### config.mk
export PLATFORM = sky130hd
export DESIGN_NAME = flash_bank_sel
export DESIGN_NICKNAME = d
export VERILOG_FILES = /design/src/rtl/fbs_pkg.sv /design/src/rtl/fbs_window_match.sv /design/src/rtl/fbs_bank_reg.sv /design/src/rtl/flash_bank_sel.sv
export SDC_FILE = /design/constraint.sdc
export NUM_CORES = 1
export LEC_CHECK = 0
export BUFFER_PORTS_ARGS = -buffer_cell sky130_fd_sc_hd__buf_2
export CORE_AREA = 2 2 39 41
export CTS_BUF_LIST = sky130_fd_sc_hd__clkbuf_4 sky130_fd_sc_hd__clkbuf_8
export DETAILED_ROUTE_END_ITERATION = 8
export DIE_AREA = 0 0 41 43
export PLACE_DENSITY = 0.76
export SYNTH_ARGS = -nofsm -noshare
export SYNTH_HDL_FRONTEND = slang
export SYNTH_SLANG_ARGS = --single-unit
### constraint.sdc
create_clock -name clk -period 1.5 [get_ports clk]
set_input_delay 0.075 -clock clk [delete_from_list [all_inputs] [get_ports clk]]
set_output_delay 0.075 -clock clk [all_outputs]
set_load 0.01 [all_outputs]
### src/rtl/fbs_pkg.sv
package fbs_pkg;

    // Kind of access the current bus cycle makes to the flash
    typedef enum logic [1:0] {
        ACC_NONE   = 2'd0,
        ACC_REGION = 2'd1,
        ACC_PROBE  = 2'd2
    } acc_kind_e;

    // Default window bases, lowest bank first
    localparam logic [23:0] DFLT_WIN_B0 = 24'hE80000;
    localparam logic [23:0] DFLT_WIN_B1 = 24'hEC0000;
    localparam logic [23:0] DFLT_WIN_B2 = 24'hF40000;
    localparam logic [23:0] DFLT_WIN_B3 = 24'hF80000;

endpackage

### src/rtl/fbs_window_match.sv
module fbs_window_match #(
    parameter int ADDR_W   = 24,
    parameter int NUM_WIN  = 4,
    parameter int WIN_AW   = 16,
    parameter logic [NUM_WIN*ADDR_W-1:0] WIN_BASES = '0
) (
    input  logic [ADDR_W-1:0]  addr,
    output logic [NUM_WIN-1:0] hit
);
    localparam int TAG_W = ADDR_W - WIN_AW;

    for (genvar g = 0; g < NUM_WIN; g++) begin : g_win
        localparam logic [TAG_W-1:0] TAG = WIN_BASES[g*ADDR_W+WIN_AW +: TAG_W];
        assign hit[g] = (addr[ADDR_W-1:WIN_AW] == TAG);
    end
endmodule

### src/rtl/fbs_bank_reg.sv
module fbs_bank_reg #(
    parameter int BANK_W = 2
) (
    input  logic              clk,
    input  logic              rst_n,
    input  logic              load,
    input  logic              busy,
    input  logic [BANK_W-1:0] din,
    output logic [BANK_W-1:0] bank
);
    typedef struct packed {
        logic [BANK_W-1:0] bank;
    } state_t;

    state_t st_d, st_q;

    always_comb begin
        st_d = st_q;
        if (load && !busy) begin
            st_d.bank = din;
        end
    end

    always_ff @(posedge clk or negedge rst_n) begin
        if (!rst_n) begin
            st_q <= '0;
        end else begin
            st_q <= st_d;
        end
    end

    assign bank = st_q.bank;

    // a load during a bus cycle leaves the bank untouched
    assert_busy_load_ignored_R3: assert property (@(posedge clk) disable iff (!rst_n)
        busy |=> (bank == $past(bank)));

    // an idle load takes effect at the edge that samples it
    assert_idle_load_applies_R2: assert property (@(posedge clk) disable iff (!rst_n)
        (load && !busy) |=> (bank == $past(din)));

    // without a load the bank never moves
    assert_bank_holds_R2: assert property (@(posedge clk) disable iff (!rst_n)
        !load |=> $stable(bank));
endmodule

### src/rtl/flash_bank_sel.sv
module flash_bank_sel #(
    parameter int ADDR_W    = 24,
    parameter int FLASH_AW  = 17,
    parameter int NUM_BANKS = 4,
    parameter int WIN_AW    = 16,
    parameter logic [NUM_BANKS*ADDR_W-1:0] WIN_BASES =
        {fbs_pkg::DFLT_WIN_B3, fbs_pkg::DFLT_WIN_B2,
         fbs_pkg::DFLT_WIN_B1, fbs_pkg::DFLT_WIN_B0},
    parameter logic [ADDR_W-1:0] PATH_LO = 24'hE40000,
    parameter logic [ADDR_W-1:0] PATH_HI = 24'hE7FFFF
) (
    input  logic                  clk,
    input  logic                  rst_n,
    input  logic [ADDR_W-1:0]     bus_addr,
    input  logic                  as_n,
    input  logic                  rw_n,
    input  logic                  flash_en,
    input  logic                  cfg_load,
    input  logic [1:0]            cfg_bank,
    output logic [1:0]            bank_sel,
    output logic                  flash_cs_n,
    output logic                  flash_we_n,
    output logic [FLASH_AW-1:0]   flash_addr
);
    import fbs_pkg::*;

    localparam int BANK_W = $clog2(NUM_BANKS);

    logic [NUM_BANKS-1:0] hit;
    logic [BANK_W-1:0]    bank_q;
    logic [BANK_W-1:0]    probe_idx;
    logic                 in_path;
    acc_kind_e            acc;

    fbs_window_match #(
        .ADDR_W   (ADDR_W),
        .NUM_WIN  (NUM_BANKS),
        .WIN_AW   (WIN_AW),
        .WIN_BASES(WIN_BASES)
    ) u_win (
        .addr(bus_addr),
        .hit (hit)
    );

    fbs_bank_reg #(
        .BANK_W(BANK_W)
    ) u_bank (
        .clk  (clk),
        .rst_n(rst_n),
        .load (cfg_load),
        .busy (!as_n),
        .din  (cfg_bank),
        .bank (bank_q)
    );

    always_comb begin
        probe_idx = '0;
        for (int i = 0; i < NUM_BANKS; i++) begin
            if (hit[i]) probe_idx = BANK_W'(i);
        end
    end

    assign in_path = (bus_addr >= PATH_LO) && (bus_addr <= PATH_HI);

    always_comb begin
        acc = ACC_NONE;
        if (!as_n && flash_en) begin
            if (in_path)              acc = ACC_REGION;
            else if ((|hit) && rw_n)  acc = ACC_PROBE;
        end
    end

    assign bank_sel   = (acc == ACC_PROBE) ? probe_idx : bank_q;
    assign flash_cs_n = (acc == ACC_NONE);
    assign flash_we_n = !((acc == ACC_REGION) && !rw_n);
    assign flash_addr = bus_addr[FLASH_AW-1:0];

    // no strobe outside a bus cycle
    assert_strobes_idle_R11: assert property (@(posedge clk) disable iff (!rst_n)
        as_n |-> (flash_cs_n && flash_we_n));

    // the override ends with the bus cycle
    assert_idle_reverts_R5: assert property (@(posedge clk) disable iff (!rst_n)
        as_n |-> (bank_sel == bank_q));

    // disabled flash decodes nothing
    assert_enable_gates_R9: assert property (@(posedge clk) disable iff (!rst_n)
        !flash_en |-> (flash_cs_n && flash_we_n && bank_sel == bank_q));

    // writes into a probe window are silent
    assert_probe_write_quiet_R8: assert property (@(posedge clk) disable iff (!rst_n)
        (!as_n && (|hit) && !rw_n) |-> (flash_cs_n && flash_we_n && bank_sel == bank_q));

    // windows never overlap each other
    assert_windows_exclusive_R4: assert property (@(posedge clk) disable iff (!rst_n)
        $onehot0(hit));

    // the flash address follows the bus during any flash select
    assert_addr_follows_R6: assert property (@(posedge clk) disable iff (!rst_n)
        !flash_cs_n |-> (flash_addr == bus_addr[FLASH_AW-1:0]));
endmodule

==> results of run 1 <==
[power by group through the flow]
stage | clock [µW] | combinational [µW] | sequential (µW)
4_1_cts | 126 | 89.3 | 67.3
6_report | 119 | 88.0 | 67.2
3_3_place_gp | 0 | 85.2 | 68.0
5_1_grt | 124 | 96.7 | 68.2
2_1_floorplan | 0 | 90.2 | 66.2
3_5_place_dp | 0 | 86.9 | 67.9
[worst paths after layout]
check	start	endpoint	slack [ns]
worst max-delay path	u_bank.bank[1]$_DFFE_PN0P_	bank_sel[1]	0.38
min in group asynchronous	rst_n	u_bank.bank[0]$_DFFE_PN0P_	0.17
worst max register to register	u_bank.bank[1]$_DFFE_PN0P_	u_bank.bank[1]$_DFFE_PN0P_	0.70
worst min-delay path	cfg_bank[0]	u_bank.bank[0]$_DFFE_PN0P_	0.06
worst min register to register	u_bank.bank[0]$_DFFE_PN0P_	u_bank.bank[0]$_DFFE_PN0P_	0.49
max in group asynchronous	rst_n	u_bank.bank[1]$_DFFE_PN0P_	1.23
[area by class of cell]
cell class                 instances  area [µm²]
clock buffer                       3       22.52
timing repair buffer              21       110.1
fill                             144       974.7
inverter                           3       11.26
multi-input combinational         23       195.2
sequential                         2       50.05
tap                               16       20.02
[Yosys cell counts (2+ instances only)]
| cell | instances |
|---|---|
| nand2_1 | 2 |
| buf_4 | 17 |
| nor2_1 | 2 |
| mux2_1 | 2 |
| dfrtp_1 | 2 |
| inv_1 | 3 |
[layer usage]
metal	up-vias	part of all wire [%]
li1	158	-
met1	144	42
met2	23	46
met3	2	12
met4	0	0.55
met5	-	0
[stage by stage]
step	total power, µW	setup WS, ns
2_1_floorplan	156.4	0.6356
3_3_place_gp	153.1	0.4074
3_5_place_dp	154.8	0.4058
4_1_cts	282.5	0.3607
5_1_grt	289.3	0.3329
6_report	273.7	0.3821
[kinds of logic after synthesis]
kind of cell,count (synthesis),share of synthesized area [%]
buffers and inverters,20,36.16
AND/OR/NAND/NOR,14,28.02
AO/OA/AOI/OAI,7,16.94
multiplexers,2,5.863
flip-flops,2,13.03
==> impl_metrics.ini, run 1 <==
[synth]
synthTopCellsByArea = buf_4, dfrtp_1, nand4b_4
yosys.area.top_type = buf_4
synth_flop_cell = dfrtp_1
synth_nets = 77
synth_edf_count = 0
yosys_register_bits = 2
async_flop_share_pct = 100.0
synth_cell_types = 23
yosysWarnings = 0
syn_avg_cell_area_um2 = 8.536
seq_area_frac_synth_pct = 13.03
synthesis.area_um2 = 384.1
syn_inst = 45
synth_top_area_share_pct = 33.22

[cells_and_area]
antenna_cells = 0
drive_gt1_share_pct = 51.92
finish.net_count = 86
final_cell_mix = buf_2, inv_1, clkbuf_4
largest_register_ffs = 2
final_common_cell = buf_2
final_core_util_pct = 29.57
fin_area_um2 = 409.1
stdcell_count = 68
area_growth_pct = 6.515

[timing]
fin_worst_skew_ns = 0
fmax_ghz = 0.8946
fin_crit_ns = 1.118
finalHoldViolCount = 0
holdWs_ns = 0.06403
maxSlewViolCount = 0
setup_tns_ns = 0
rsz0062_at_grt = false
slew_headroom_pct = 84.20
tightest_slew_ns = 0.2340
setup_viol = 0
post-route-period-util_pct = 74.53

[route]
wl_per_cell_um = 10.76
routed_via_density = 4.809
drt_iter0_drc = 1
vias = 327
remaining_drc_errors = 0
ant_nets = 0
drtPass1Iterations = 4
routed_wl_um = 732

[clock_tree]
cts_setup_buffers = 0
numCtsBuffers = 3
clk_pin_slew_ns = 0.03
cts.sinks = 2
h-tree-depth = 1
clockBufferDepth = 2
cts_resized = 0
cts_tree = yes
worstSkewPairLatency_ns = 0.22
cts-root-buf = clkbuf_4
cts_hold_buffers = 1

[placed_design]
placed_cells = 64
hpwl_um = 576.8
port-buffer-count = 20
placed_cell_area_um2 = 376.6
place.gp.congestion = 0.5532

[power_and_ir_drop]
cellLeakagePower_uw = 0.0001972
internal_power_uw = 198.0
p_comb_share_pct = 32.1
vdd_drop_max_mv = 0.3818
p_per_area_mw_per_mm2 = 669.0
clockPowerShare_pct = 43.3
pwr-share-seq_pct = 24.6
p_switching_uw = 75.73
swShare_pct = 27.67

[critical_path]
crit_buf_inv = 1
cp_cell_sequence = nand2b_1 > o41ai_2 > a2bb2oi_1 > buf_2
path_max_fanout = 3
critPathCaptureType = primary output
cpMaxStageDelayCell = dfrtp_1
required_ns = 1.42
path_class = flip-flop to primary output
reg2regPathDepth = 1
arrival_ns = 1.04
crit_family = flip-flops
cp-start-kind = flip-flop
cp.depth = 4
cp_slowest_stage_delay_ns = 0.35

[floorplan]
dieWidth_um = 41
io_pins = 53
die_h_um = 43
num_rows = 14
die-area_mm2 = 0.001763
core_area_mm2 = 0.001384
start_util_pct = 27.76

[min_path]
hold_path_class = input pin to flip-flop
min_path_cells = 2

[global_route]
grt_util_met1_pct = 8.039
gr-usage-met3_pct = 3.665
antenna_found_initial = 0
grt-busiest-layer = met2
grt_pass1_vias = 248
grtUsageTotal_pct = 8.233
grt_max_degree = 8
grt_overflow = 0
met2_usage_pct = 10.94
grt_first_pass_wirelength_um = 924

[run_status]
outcome = completed

[flow_run]
cap_viol_max_count = 0
(Power assumes the default switching activity.)
==> inputs of run 2 (changes only) <==
Settings changed: CORE_AREA 2 2 39 41 to default, CORE_MARGIN from default to 2, CORE_UTILIZATION from default to 28, DIE_AREA 0 0 41 43 to default, PLACE_DENSITY 0.76 to 0.77.
Clock period 1.5 ns to 0.93 ns, I/O delays scaled along.
==> impl_metrics.ini, run 2 (synthesis gave the netlist of run 1 again) <==
[timing]
fin_crit_ns = 1.069
fin_ws_ns = -0.1395
setup_tns_ns = -0.2671
slew_headroom_pct = 84.21
setup_viol = 3
post-route-period-util_pct = 115.0
fmax_ghz = 0.9350
rsz0062_at_grt = true
finalHoldViolCount = 0
tightest_slew_ns = 0.2343
fin_worst_skew_ns = 0
maxSlewViolCount = 0

[floorplan]
dieWidth_um = 41.04
die-area_mm2 = 0.001684
num_rows = 13
core_area_mm2 = 0.001285
start_util_pct = 29.89
io_pins = 53
die_h_um = 41.04

[flow_run]
cap_viol_max_count = 0

[critical_path]
reg2reg_to = u_bank.bank[1]$_DFFE_PN0P_
crit_path_start = u_bank.bank[1]$_DFFE_PN0P_
required_ns = 0.88
path_max_fanout = 2
cp.depth = 4
crit_buf_inv = 1
path_class = flip-flop to primary output
cp_slowest_stage_delay_ns = 0.34
crit_family = flip-flops
arrival_ns = 1.02
cp-start-kind = flip-flop
r2r_start = u_bank.bank[1]$_DFFE_PN0P_
reg2regPathDepth = 2
critPathCaptureType = primary output
cpMaxStageDelayCell = dfrtp_1
rrSetupSlack_ns = 0.01
cp_cell_sequence = nand2b_4 > o41ai_2 > a2bb2oi_1 > buf_2

[run_status]
violations = setup timing
outcome = finished, violations left

[clock_tree]
cts-root-buf = clkbuf_4
cts.sinks = 2
clockBufferDepth = 2
worstSkewPairLatency_ns = 0.22
numCtsBuffers = 3
h-tree-depth = 1
clk_pin_slew_ns = 0.03
cts_tree = yes

[route]
drt_iter0_drc = 1
routed_via_density = 4.684
drtPass1Iterations = 2
vias = 356
remaining_drc_errors = 0
wl_per_cell_um = 11.55
routed_wl_um = 878
ant_nets = 0

[global_route]
antenna_found_initial = 0
grt_max_degree = 6
grt_pass1_vias = 352
grt_overflow = 0
grtUsageTotal_pct = 11.83
grt_first_pass_wirelength_um = 1255

[cells_and_area]
finish.net_count = 95
drive_gt1_share_pct = 63.93
largest_register_ffs = 2
area_growth_pct = 35.83
antenna_cells = 0
stdcell_count = 76
final_common_cell = buf_2
final_cell_mix = buf_2, buf_4, inv_1, clkbuf_4

[min_path]
whs_endpoint = u_bank.bank[0]$_DFFE_PN0P_
hp-start = cfg_bank[0]
hold_path_class = input pin to flip-flop
min_path_cells = 2

[placed_design]
place.gp.congestion = 0.7055
placed_cells = 71
dp_slack_ns = -0.1479
port-buffer-count = 20

[power_and_ir_drop]
p_per_area_mw_per_mm2 = 956.0
cellLeakagePower_uw = 0.0002572
vdd_drop_max_mv = 0.6918
-- run 2: changes by cell type in the layout (fill, tap and decap cells not counted) --
cell	delta
o41ai_1	-1
o41ai_2	+1
nand4bb_1	-1
nand2b_4	+1
buf_2	-3
buf_6	+2
buf_4	+10
nand2b_1	-1
nand4bb_4	+1
-- run 2: worst max path at each step --
| stage | slack [ns] | end |
|---|---|---|
| 3_5_place_dp | -0.15 | bank_sel[1] |
| 5_1_grt | -0.21 | bank_sel[1] |
| 6_report | -0.14 | bank_sel[1] |
| 2_1_floorplan | 0.12 | bank_sel[1] |
| 3_3_place_gp | -0.11 | bank_sel[1] |
| 4_1_cts | -0.15 | bank_sel[1] |
-- run 2: timing repair --
action	4_1_cts	5_1_grt
setup buffers	1	0
gates resized for setup	2	4
endpoints found under the hold margin	2	0
hold buffers	1	0
endpoints found under the setup margin	3	4
pin swaps	3	3
-- run 2: area by class of cell --
class	instances	area, µm²
timing repair buffer	30	192.7
tap	15	18.77
fill	134	763.2
clock buffer	3	22.52
sequential	2	50.05
inverter	3	11.26
multi-input combinational	23	226.5
-- run 2: worst register-to-register path, stage by stage (launching register included) --
cell and delay (ns):
dfrtp_1 0.37, buf_4 0.14, mux2_1 0.29
-- run 2: per-stage QoR --
step / total power, µW / hold WS, ns / utilization [%] / area (µm²)
global placement: 267.0 / -0.1681 / 33.89 / 435.4
floorplan: 252.2 / -0.2491 / - / 384.1
finish: 498.8 / 0.03696 / 40.60 / 521.8
CTS: 493.7 / 0.03417 / 38.07 / 489.2
detailed placement: 272.5 / -0.1638 / 33.89 / 435.4
global route: 537.3 / 0.03640 / 40.60 / 521.8
-- run 2: where the power goes --
| group | switching, µW | total (µW) | internal, µW |
|---|---|---|---|
| sequential | 6.44 | 107 | 101 |
| clock | 47.1 | 189 | 142 |
| combinational | 81.3 | 202 | 121 |
| total | 135 | 499 | 364 |
-- run 2: metal layers --
metal	share of wire (%)	up-vias	GRT usage (%)
met3	7.2	0	5.978
met2	57	14	19.14
met5	0	-	0
met1	36	167	8.974
met4	0	0	15.00
li1	-	175	-
==> inputs of run 3 (changes only) <==
Clock period 0.93 ns to 0.9 ns, I/O delays scaled along.
==> impl_metrics.ini, run 3 (synthesis gave the netlist of run 1 again) <==
[timing]
maxSlewViolCount = 0
setup_tns_ns = -0.3533
fin_ws_ns = -0.1480
setup_viol = 3
fin_worst_skew_ns = 0
fin_crit_ns = 1.048
fmax_ghz = 0.9542
slew_headroom_pct = 85.10
post-route-period-util_pct = 116.4
finalHoldViolCount = 0
tightest_slew_ns = 0.2210
rsz0062_at_grt = true

[route]
routed_via_density = 4.750
drt_iter0_drc = 3
remaining_drc_errors = 0
ant_nets = 0
routed_wl_um = 811
vias = 361
wl_per_cell_um = 10.67
drtPass1Iterations = 2

[global_route]
grt_util_met1_pct = 9.295
gr-usage-met3_pct = 5.978
grt_first_pass_wirelength_um = 1228
antenna_found_initial = 0
grt_pass1_vias = 324
grt_overflow = 0
met2_usage_pct = 18.75
grt-busiest-layer = met2
grt_max_degree = 6
grtUsageTotal_pct = 11.61

[critical_path]
crit_family = flip-flops
path_class = flip-flop to primary output
cp-start-kind = flip-flop
critPathCaptureType = primary output
cpMaxStageDelayCell = dfrtp_1
path_max_fanout = 2
r2r_start = u_bank.bank[1]$_DFFE_PN0P_
crit_buf_inv = 1
required_ns = 0.85
rrSetupSlack_ns = 0.03
reg2regPathDepth = 2
cp_cell_sequence = nand2b_4 > o41ai_2 > a2bb2oi_1 > buf_2
cp_slowest_stage_delay_ns = 0.37
arrival_ns = 1.00
reg2reg_to = u_bank.bank[1]$_DFFE_PN0P_

[clock_tree]
numCtsBuffers = 3
clockBufferDepth = 2
cts.sinks = 2
worstSkewPairLatency_ns = 0.22
h-tree-depth = 1
cts_tree = yes
cts-root-buf = clkbuf_4
clk_pin_slew_ns = 0.03

[floorplan]
io_pins = 53
start_util_pct = 29.89
dieWidth_um = 41.04
core_area_mm2 = 0.001285
num_rows = 13
die-area_mm2 = 0.001684
die_h_um = 41.04

[cells_and_area]
drive_gt1_share_pct = 67.21
finish.net_count = 95
area_growth_pct = 35.83
final_cell_mix = buf_2, buf_4, inv_1, clkbuf_4
final_core_util_pct = 40.60
antenna_cells = 0
largest_register_ffs = 2
final_common_cell = buf_2

[run_status]
violations = setup timing
outcome = finished, violations left

[min_path]
hold_path_class = input pin to flip-flop
min_path_cells = 2
hp-start = cfg_bank[0]
whs_endpoint = u_bank.bank[0]$_DFFE_PN0P_

[placed_design]
port-buffer-count = 20
dp_slack_ns = -0.1403
place.gp.congestion = 0.7056

[power_and_ir_drop]
cellLeakagePower_uw = 0.0002610
vdd_drop_max_mv = 0.5495
p_per_area_mw_per_mm2 = 998.5

[flow_run]
cap_viol_max_count = 0
[run 3: cell counts in the layout (fill, tap and decap cells not counted)]
No cell type changed its count.
[run 3: metal layers]
layer	vias up	routed length (µm)
li1	175	-
met1	168	288
met4	0	15
met5	-	0
met2	16	436
met3	2	70
[run 3: report_power, final]
group | internal, µW | switching [µW]
sequential | 104 | 6.30
clock | 147 | 51.1
combinational | 130 | 83.0
total | 381 | 140
[run 3: cell type report]
cell class                      instances  area, µm²
Clock buffer                            3      22.52
Fill cell                             139      763.2
Inverter                                3      11.26
Multi-Input combinational cell         23      232.7
Sequential cell                         2      50.05
Tap cell                               15      18.77
Timing Repair Buffer                   30      186.4
[run 3: timing repair]
item	4_1_cts	5_1_grt
setup buffers	1	0
hold buffers	1	0
pin swaps	1	1
endpoints found under the hold margin	2	0
endpoints found under the setup margin	3	3
gates resized for setup	3	4
[run 3: how the worst max path moves through the flow]
stage / slack, ns / from / cells past startpoint / end
3_3_place_gp: -0.14 / bus_addr[16] / 5 / bank_sel[1]
5_1_grt: -0.21 / u_bank.bank[1]$_DFFE_PN0P_ / 4 / bank_sel[1]
4_1_cts: -0.16 / u_bank.bank[1]$_DFFE_PN0P_ / 4 / bank_sel[1]
2_1_floorplan: 0.1 / bus_addr[16] / 3 / bank_sel[1]
6_report: -0.15 / u_bank.bank[1]$_DFFE_PN0P_ / 4 / bank_sel[1]
3_5_place_dp: -0.14 / bus_addr[16] / 5 / bank_sel[1]
[run 3: metrics by stage]
step / area (µm²) / hold WS, ns / power [µW] / cells
after global routing: 521.8 / 0.03552 / 558.9 / 76
after CTS: 493.0 / 0.03223 / 515.0 / 76
after detailed placement: 435.4 / -0.1653 / 280.3 / 71
after floorplan: 384.1 / -0.2506 / 260.6 / 45
after global placement: 435.4 / -0.1696 / 275.9 / 71
final: 521.8 / 0.03232 / 521.0 / 76
